==> src/rtl/sar_ctl_pkg.sv <==
package sar_ctl_pkg;
  typedef enum logic [1:0] {
    ST_IDLE = 2'd0,
    ST_ACQ  = 2'd1,
    ST_CONV = 2'd2,
    ST_DONE = 2'd3
  } sar_state_t;
endpackage

==> src/rtl/sar_req_detect.sv <==
// Turns the level strobes into a single start pulse: edge detect on the
// combined request, gated by idle and by a one-clock window after release.
module sar_req_detect (
  input  logic clk,
  input  logic rst,
  input  logic cs_n,
  input  logic rd_n,
  input  logic idle,
  input  logic latch,
  output logic start
);
  logic req_now;
  logic req_q;
  logic quiet_q;

  assign req_now = !cs_n && !rd_n;

  always_ff @(posedge clk) begin
    if (rst) begin
      req_q   <= 1'b0;
      quiet_q <= 1'b0;
    end else begin
      req_q   <= req_now;
      quiet_q <= latch;   // open for exactly the edge after release
    end
  end

  assign start = req_now && !req_q && idle && !quiet_q;
endmodule

==> src/rtl/sar_sequencer.sv <==
// Phase control: acquisition count, hold strobe, bit stepping, release.
module sar_sequencer
  import sar_ctl_pkg::*;
#(
  parameter int HOLD_EDGE = 3
) (
  input  logic clk,
  input  logic rst,
  input  logic start,
  input  logic last,
  output logic busy_n,
  output logic hold,
  output logic load,
  output logic step,
  output logic latch,
  output logic idle
);
  localparam int CW = $clog2(HOLD_EDGE + 1);
  localparam logic [CW-1:0] LOAD_AT = CW'(HOLD_EDGE - 1);

  sar_state_t    state;
  logic [CW-1:0] acq_cnt;

  assign idle  = (state == ST_IDLE);
  assign load  = (state == ST_ACQ) && (acq_cnt == LOAD_AT);
  assign step  = (state == ST_CONV);
  assign latch = (state == ST_DONE);

  always_ff @(posedge clk) begin
    if (rst) begin
      state   <= ST_IDLE;
      acq_cnt <= '0;
      busy_n  <= 1'b1;
      hold    <= 1'b0;
    end else begin
      unique case (state)
        ST_IDLE: if (start) begin
          state   <= ST_ACQ;
          acq_cnt <= CW'(1);
          busy_n  <= 1'b0;
        end
        ST_ACQ: if (load) begin
          state <= ST_CONV;
          hold  <= 1'b1;
        end else begin
          acq_cnt <= acq_cnt + 1'b1;
        end
        ST_CONV: if (last) state <= ST_DONE;
        ST_DONE: begin
          state  <= ST_IDLE;
          busy_n <= 1'b1;
          hold   <= 1'b0;
        end
        default: state <= ST_IDLE;
      endcase
    end
  end
endmodule

==> src/rtl/sar_approx.sv <==
// Successive-approximation datapath: one-hot test pointer, kept bits, result latch.
module sar_approx #(
  parameter int W = 8
) (
  input  logic         clk,
  input  logic         rst,
  input  logic         load,
  input  logic         step,
  input  logic         latch,
  input  logic         cmp_in,
  output logic [W-1:0] trial,
  output logic [W-1:0] result,
  output logic         last
);
  localparam logic [W-1:0] MSB_ONLY = {1'b1, {(W-1){1'b0}}};

  logic [W-1:0] mask;
  logic [W-1:0] kept;
  logic [W-1:0] kept_nxt;

  for (genvar i = 0; i < W; i++) begin : g_bit
    always_comb begin
      if (load)                 kept_nxt[i] = 1'b0;
      else if (step && mask[i]) kept_nxt[i] = cmp_in;
      else                      kept_nxt[i] = kept[i];
    end
  end

  always_ff @(posedge clk) begin
    if (rst) begin
      mask   <= '0;
      kept   <= '0;
      result <= '0;
    end else begin
      kept <= kept_nxt;
      if (load)      mask <= MSB_ONLY;
      else if (step) mask <= mask >> 1;
      if (latch)     result <= kept;
    end
  end

  assign trial = kept | mask;
  assign last  = step && mask[0];
endmodule

==> src/rtl/sar_adc_ctrl.sv <==
module sar_adc_ctrl #(
  parameter int W         = 8,
  parameter int HOLD_EDGE = 3
) (
  input  logic         clk,
  input  logic         rst,
  input  logic         cs_n,
  input  logic         rd_n,
  input  logic         cmp_in,
  output logic         busy_n,
  output logic         hold,
  output logic [W-1:0] trial,
  output logic [W-1:0] data_out,
  output logic         data_oe
);
  logic start, load, step, latch, idle, last;
  logic [W-1:0] result;

  sar_req_detect u_req (
    .clk(clk), .rst(rst), .cs_n(cs_n), .rd_n(rd_n),
    .idle(idle), .latch(latch), .start(start)
  );

  sar_sequencer #(.HOLD_EDGE(HOLD_EDGE)) u_seq (
    .clk(clk), .rst(rst), .start(start), .last(last),
    .busy_n(busy_n), .hold(hold), .load(load), .step(step),
    .latch(latch), .idle(idle)
  );

  sar_approx #(.W(W)) u_sar (
    .clk(clk), .rst(rst), .load(load), .step(step), .latch(latch),
    .cmp_in(cmp_in), .trial(trial), .result(result), .last(last)
  );

  assign data_oe  = !cs_n && !rd_n && !rst;
  assign data_out = data_oe ? result : '0;
endmodule

==> config.mk <==
export PLATFORM = sky130hd
export DESIGN_NAME = sar_adc_ctrl
export DESIGN_NICKNAME = d
export VERILOG_FILES = /design/src/rtl/sar_ctl_pkg.sv /design/src/rtl/sar_req_detect.sv /design/src/rtl/sar_sequencer.sv /design/src/rtl/sar_approx.sv /design/src/rtl/sar_adc_ctrl.sv
export SDC_FILE = /design/constraint.sdc
export NUM_CORES = 1
export LEC_CHECK = 0
export ABC_AREA = 1
export CORE_AREA = 2 2 54 56
export CTS_BUF_LIST = sky130_fd_sc_hd__clkbuf_8
export CTS_CLUSTER_DIAMETER = 150
export DETAILED_ROUTE_END_ITERATION = 8
export DIE_AREA = 0 0 56 58
export HOLD_SLACK_MARGIN = 0.06
export PLACE_DENSITY = 0.78
export SETUP_SLACK_MARGIN = 0.1
export SLEW_MARGIN = 20
export SYNTH_ARGS = -nofsm -noshare
export SYNTH_HDL_FRONTEND = slang
export SYNTH_SLANG_ARGS = --single-unit
==> constraint.sdc <==
create_clock -name clk -period 1.6 [get_ports clk]
set_input_delay 0.16 -clock clk [delete_from_list [all_inputs] [get_ports clk]]
set_output_delay 0.16 -clock clk [all_outputs]
set_load 0.02 [all_outputs]
# Word level (Yosys, flattened, before mapping)
# Index checks and enable logic that the tools add are counted.
[totals]
wordCells = 69
out_inout_bits = 19
inputBits = 5
reg_bits = 32
[op_classes]
eq_ne = 8
n_mux = 13
addsub = 1
n_reduce_logical = 29
n_bitwise = 1
[op_table]
columns = ["op", "count"]
rows = [
  ["two-way mux 8 bit", 3],
  ["logical AND 1 bit", 14],
  ["two-way mux 2 bit", 4],
  ["!= test 2 bit (second input constant)", 4],
  ["bitwise OR 8 bit", 1],
  ["one-hot mux 2 bit (4 select lines)", 1],
  ["nonzero test 2 bit", 4],
  ["equality test 2 bit (second input constant)", 3],
  ["AND reduction 3 bit", 2],
  ["zero test 1 bit", 5],
  ["one-hot mux 1 bit (2 select lines)", 2],
  ["one-hot mux 2 bit (2 select lines)", 1],
  ["AND reduction 2 bit", 2],
  ["adder 2 x 1 -> 2 bit (second input constant)", 1],
  ["equality test 2 x 1 -> 1 bit (second input constant)", 1],
  ["zero test 2 bit", 1],
  ["two-way mux 1 bit", 2],
  ["OR reduction 2 bit", 1],
]

# Depth between registers and ports, before layout
[logic_depth]
depth_word = 7
ltp_mapped = 9
ltp_nobuf = 9

# By module
# Synthesis repeated with hierarchy kept, for this count alone.
[hier_totals]
cells_unflattened = 215
area_unflattened_um2 = 1496.4
[by_module_without_submodules]
columns = ["module", "instances", "cells_each", "area_per_inst_um2"]
rows = [
  ["sar_approx", 1, 128, 954.7],
  ["sar_sequencer", 1, 56, 386.6],
  ["sar_adc_ctrl", 1, 20, 77.6],
  ["sar_req_detect", 1, 11, 77.6],
]

# Worst setup path after synthesis
# No wires, ideal clock.
[synth_path]
kind = "register -> register"
start = "register u_seq.state[0]"
end = "register u_seq.acq_cnt[1]"
t_arrival_ns = 1.100
synth_period_minus_slack_ns = 1.215
required_time_ns = 1.485
n_path_buf = 0
stages_incl_launch_ff = 9
slack_ns = 0.385
path_cell_list = "dfxtp_1 -> inv_1 -> ha_1 -> inv_1 -> nor2_1 -> nand3_1 -> nand2_2 -> a21oi_1 -> nor2_1"
[synth_via]
elab_chain_cells = 5
elab_cells_between_ends = 10
classes_between = "eq/ne: 3; mux: 1; reduce/logical: 6"
[synth_rtl]
columns = ["item", "line_no", "text"]
rows = [
  ["from (decl)", "sar_sequencer.sv:21", "sar_state_t state;"],
  ["from (signal assigned)", "sar_sequencer.sv:31", "state <= ST_IDLE;"],
  ["from (signal assigned)", "sar_sequencer.sv:38", "state <= ST_ACQ;"],
  ["from (signal assigned)", "sar_sequencer.sv:43", "state <= ST_CONV;"],
  ["zero test 2 bit", "sar_sequencer.sv:24, sar_sequencer.sv:36", ""],
  ["logical AND 1 bit (2 in series)", "sar_req_detect.sv:28", "assign start = req_now && !req_q && idle && !quiet_q;"],
  ["!= test 2 bit (no line)", "n/a", ""],
  ["AND reduction 3 bit (no line)", "n/a", ""],
  ["to (signal assigned)", "sar_sequencer.sv:46", "acq_cnt <= acq_cnt + 1'b1;"],
  ["to (decl)", "sar_sequencer.sv:22", "logic [CW-1:0] acq_cnt;"],
]
# Several ways; a longest one is shown, not always the timed one.
# A chain may end at the register's enable or synchronous reset.

# Worst setup path in the final report
# Same ends and word-level chain as after synthesis.

==> results by group <==
Critical path
  – RR Startpoint: u_seq.state[0]
  – Crit path kind: flop to flop
  – Worst path arrival time: 1.60 ns
  – Critical path launch point type: flop
  – R2R cell count: 9
  – R2R Setup Slk: 0.18 ns
  – CP Max Fanout: 5
  – FF-to-FF End: u_seq.acq_cnt[1]
  – CP Capture Type: flop
  – Critical Path RT: ~1.8 ns

Timing
  – Max-slew violation count: 0
  – Final period util: 88.8%
  – Final hold vios: 0
  – Min Tclk post-route: about 1.4 ns
  – Slew margin rel.: between 70% and 80%
  – Fmax: just over 700 MHz
  – Final WS setup: between 0.15 and 0.2 ns
  – Final Skew: about 0.0028 ns
  – # setup viols final: 0
  – Slew of the pin with the lowest slew margin: about 0.35 ns
  – Unrepaired setup endpoints after global routing: false
  – Setup TNS: 0 ns
  – Hold slack: ~0.46 ns

Floorplanning
  – Die Footprint: 0.00325 mm^2
  – Core area: approximately 0.0027 mm^2
  – Die width: ~56 um
  – # IOs: 24
  – Die Y: 58 um
  – Row count: 19
  – Initial core utilization: between 50% and 60%

GRT
  – Largest net degree at the start of global routing: 16
  – Initial antenna violation count: 0
  – Tot GR Track Use: roughly a fifth
  – First-pass GRT wire length: 4720 um
  – Vias in the first global route: about 1100
  – Remaining global-route overflow: 0

Clock network
  – CTS tree: yes
  – # clock sinks: 32
  – Root buffer cell: clkbuf_8
  – Clock slew at reported path FFs: roughly 0.06 ns
  – Max H-tree Level: 2
  – CTS Buffer Depth: 2
  – Clk Latency, worst-skew pair: around 0.28 ns
  – Post-CTS setup buffer count: 0
  – Hold-fix buffers, CTS: 0
  – CTS buffer count: 5

Placement
  – Post-detail-place hpwl: slightly above 2000 um
  – Pre-CTS setup slack: -0.197 ns
  – PortBufs: 23
  – Gpl congestion: 0.831

Yosys
  – Synth area leaders: dfxtp_1, a21oi_1, nand2_1, inv_1, ha_1
  – Seq/Total Area, Yosys: a little under half
  – Synth cell count leaders: nand2_1, dfxtp_1, a21oi_1, inv_1, nor2_1
  – Yosys cell types: 15
  – Post-synth EDFFs: 0
  – Post-synth top area share: between 40% and 50%
  – Synth Net Count: ~190
  – Asr flop ratio synth: 0%
  – Post-Syn Instances: between 150 and 200
  – Count leader, synth: nand2_1
  – Yosys top cell by area: dfxtp_1
  – Synth Flop Type: dfxtp_1
  – Post-synthesis register bit count: 32
  – Syn Area/Cell: approximately 7.5 um^2
  – Post-Syn Area: between 0.001 and 0.0015 mm^2
  – Yosys warns: 0

Hold path
  – Worst Hold End: u_sar.result[3]
  – Min-Delay Path Class: flop to flop
  – WHS Path Cells: 2
  – HP Start: u_sar.result[3]

Drt
  – Antenna viol nets, final: 0
  – Via density: approximately 5.0
  – Drt wl/cell: roughly 12 um
  – DRC: 0
  – Vias: ~1200
  – First-pass iteration count of the detailed router: 4
  – DRT Wirelength: a little under 3000 um
  – Initial drt markers: 30

Power
  – VDD IR max: roughly 1.1 mV
  – PD cells: 1260 mW/mm^2
  – Leak: 0.778 nW
  – Total Power: between 0.002 and 0.0025 W

Flow run
  – Number of max-cap violations: 0

Layout
  – Share of cells above drive strength 1: approximately a fifth
  – Final core utilization: 65.5%
  – Nets: approximately 230
  – Area growth, synth to finish: 28.4%
  – Ant diodes: 0

Outcome
  – Status: completed
timing repair:
item | 4_1_cts | 5_1_grt
cloned | 0 | 1
resized for setup | 20 | 24
setup endpoints to repair | 17 | 15
pin swaps | 0 | 1
how the worst max path moves through the flow:
stage / slack [ns] / end / startpoint
6_report: 0.18 / u_seq.acq_cnt[1] / u_seq.state[0]
5_1_grt: 0.07 / u_seq.state[0] / u_seq.state[0]
4_1_cts: 0.08 / data_out[5] / cs_n
3_5_place_dp: -0.20 / data_out[5] / cs_n
3_3_place_gp: -0.18 / data_out[3] / cs_n
2_1_floorplan: 0.39 / u_seq.acq_cnt[1] / u_seq.state[0]
layout make-up:
| type | instances | area, um^2 |
|---|---|---|
| clock inverter | 2 | 7.51 |
| multi-input combinational | 119 | 634 |
| inverter | 25 | 93.8 |
| fill | 251 | 920 |
| clock buffer | 6 | 82.6 |
| timing repair buffer | 32 | 243 |
| sequential | 32 | 643 |
| tap | 31 | 38.8 |
layout by cell type (no fill, tap or decap):
| cell type | synthesis | routed |
|---|---|---|
| a211oi_1 | 4 | 3 |
| a211oi_2 | 0 | 1 |
| a21oi_1 | 27 | 26 |
| a21oi_2 | 0 | 1 |
| buf_4 | 0 | 9 |
| clkbuf_2 | 0 | 9 |
| clkbuf_8 | 0 | 6 |
| clkdlybuf4s50_1 | 0 | 6 |
| dfxtp_1 | 32 | 30 |
| dfxtp_2 | 0 | 2 |
| dlygate4sd2_1 | 0 | 8 |
| ha_1 | 6 | 4 |
| ha_2 | 0 | 1 |
| ha_4 | 0 | 1 |
| inv_1 | 23 | 25 |
| inv_2 | 2 | 2 |
| nand2_1 | 33 | 33 |
| nand2_2 | 1 | 1 |
| nand2_4 | 0 | 1 |
| nand3_1 | 9 | 8 |
| nand3_2 | 0 | 1 |
| nor2_1 | 20 | 20 |
| o21ai_0 | 9 | 9 |
| o21ai_2 | 1 | 1 |
| or2_2 | 8 | 8 |
cell families (layout without fill, tap and decap cells):
kind of cell	count (synthesis)	after routing	share of synthesized area (%)
adders and majority gates	6	6	5.53
and+or+nand+nor	71	72	22.1
buffers and inverters	31	65	9.03
AOI/OAI and AO/OA	41	41	16.1
DFF	32	32	47.2
metrics by stage:
stage | cell area, um^2 | cells
3_5_place_dp | 1670 | 238
6_report | 1740 | 247
2_1_floorplan | 1360 | 181
5_1_grt | 1740 | 247
4_1_cts | 1740 | 246
3_3_place_gp | 1670 | 238
layer usage:
layer	up-vias	GRT usage [%]	part of all wire, %
li1	643	-	-
met1	552	22.8	45
met2	32	30.6	47
met5	-	0	0
met4	0	12.9	2.9
met3	10	5.58	4.9
power breakdown:
group / internal [W] / switching (W) / leakage (nW)
clock network: 0.000337 / 0.000277 / 0.0538
registers: 0.000879 / 0.0000469 / 0.260
logic: 0.000252 / 0.000407 / 0.465
critical path: stages, from the launching register on:
cell and delay (ns):
dfxtp_2 0.34, inv_1 0.16, ha_4 0.19, inv_1 0.06, nor2_1 0.12, nand3_2 0.13
nand2_4 0.13, nand3_1 0.08, nand2_1 0.08, nor2_1 0.03
registers in the layout, summed over array words and instances, names as in the netlist:
signal         cells
u_sar.kept         8
u_sar.mask         8
u_sar.result       8
u_seq.acq_cnt      2
u_seq.state        2
u_req.quiet_q      1
u_req.req_q        1
u_seq.busy_n       1
u_seq.hold         1
Note: power is estimated with default switching activity, not from simulation.
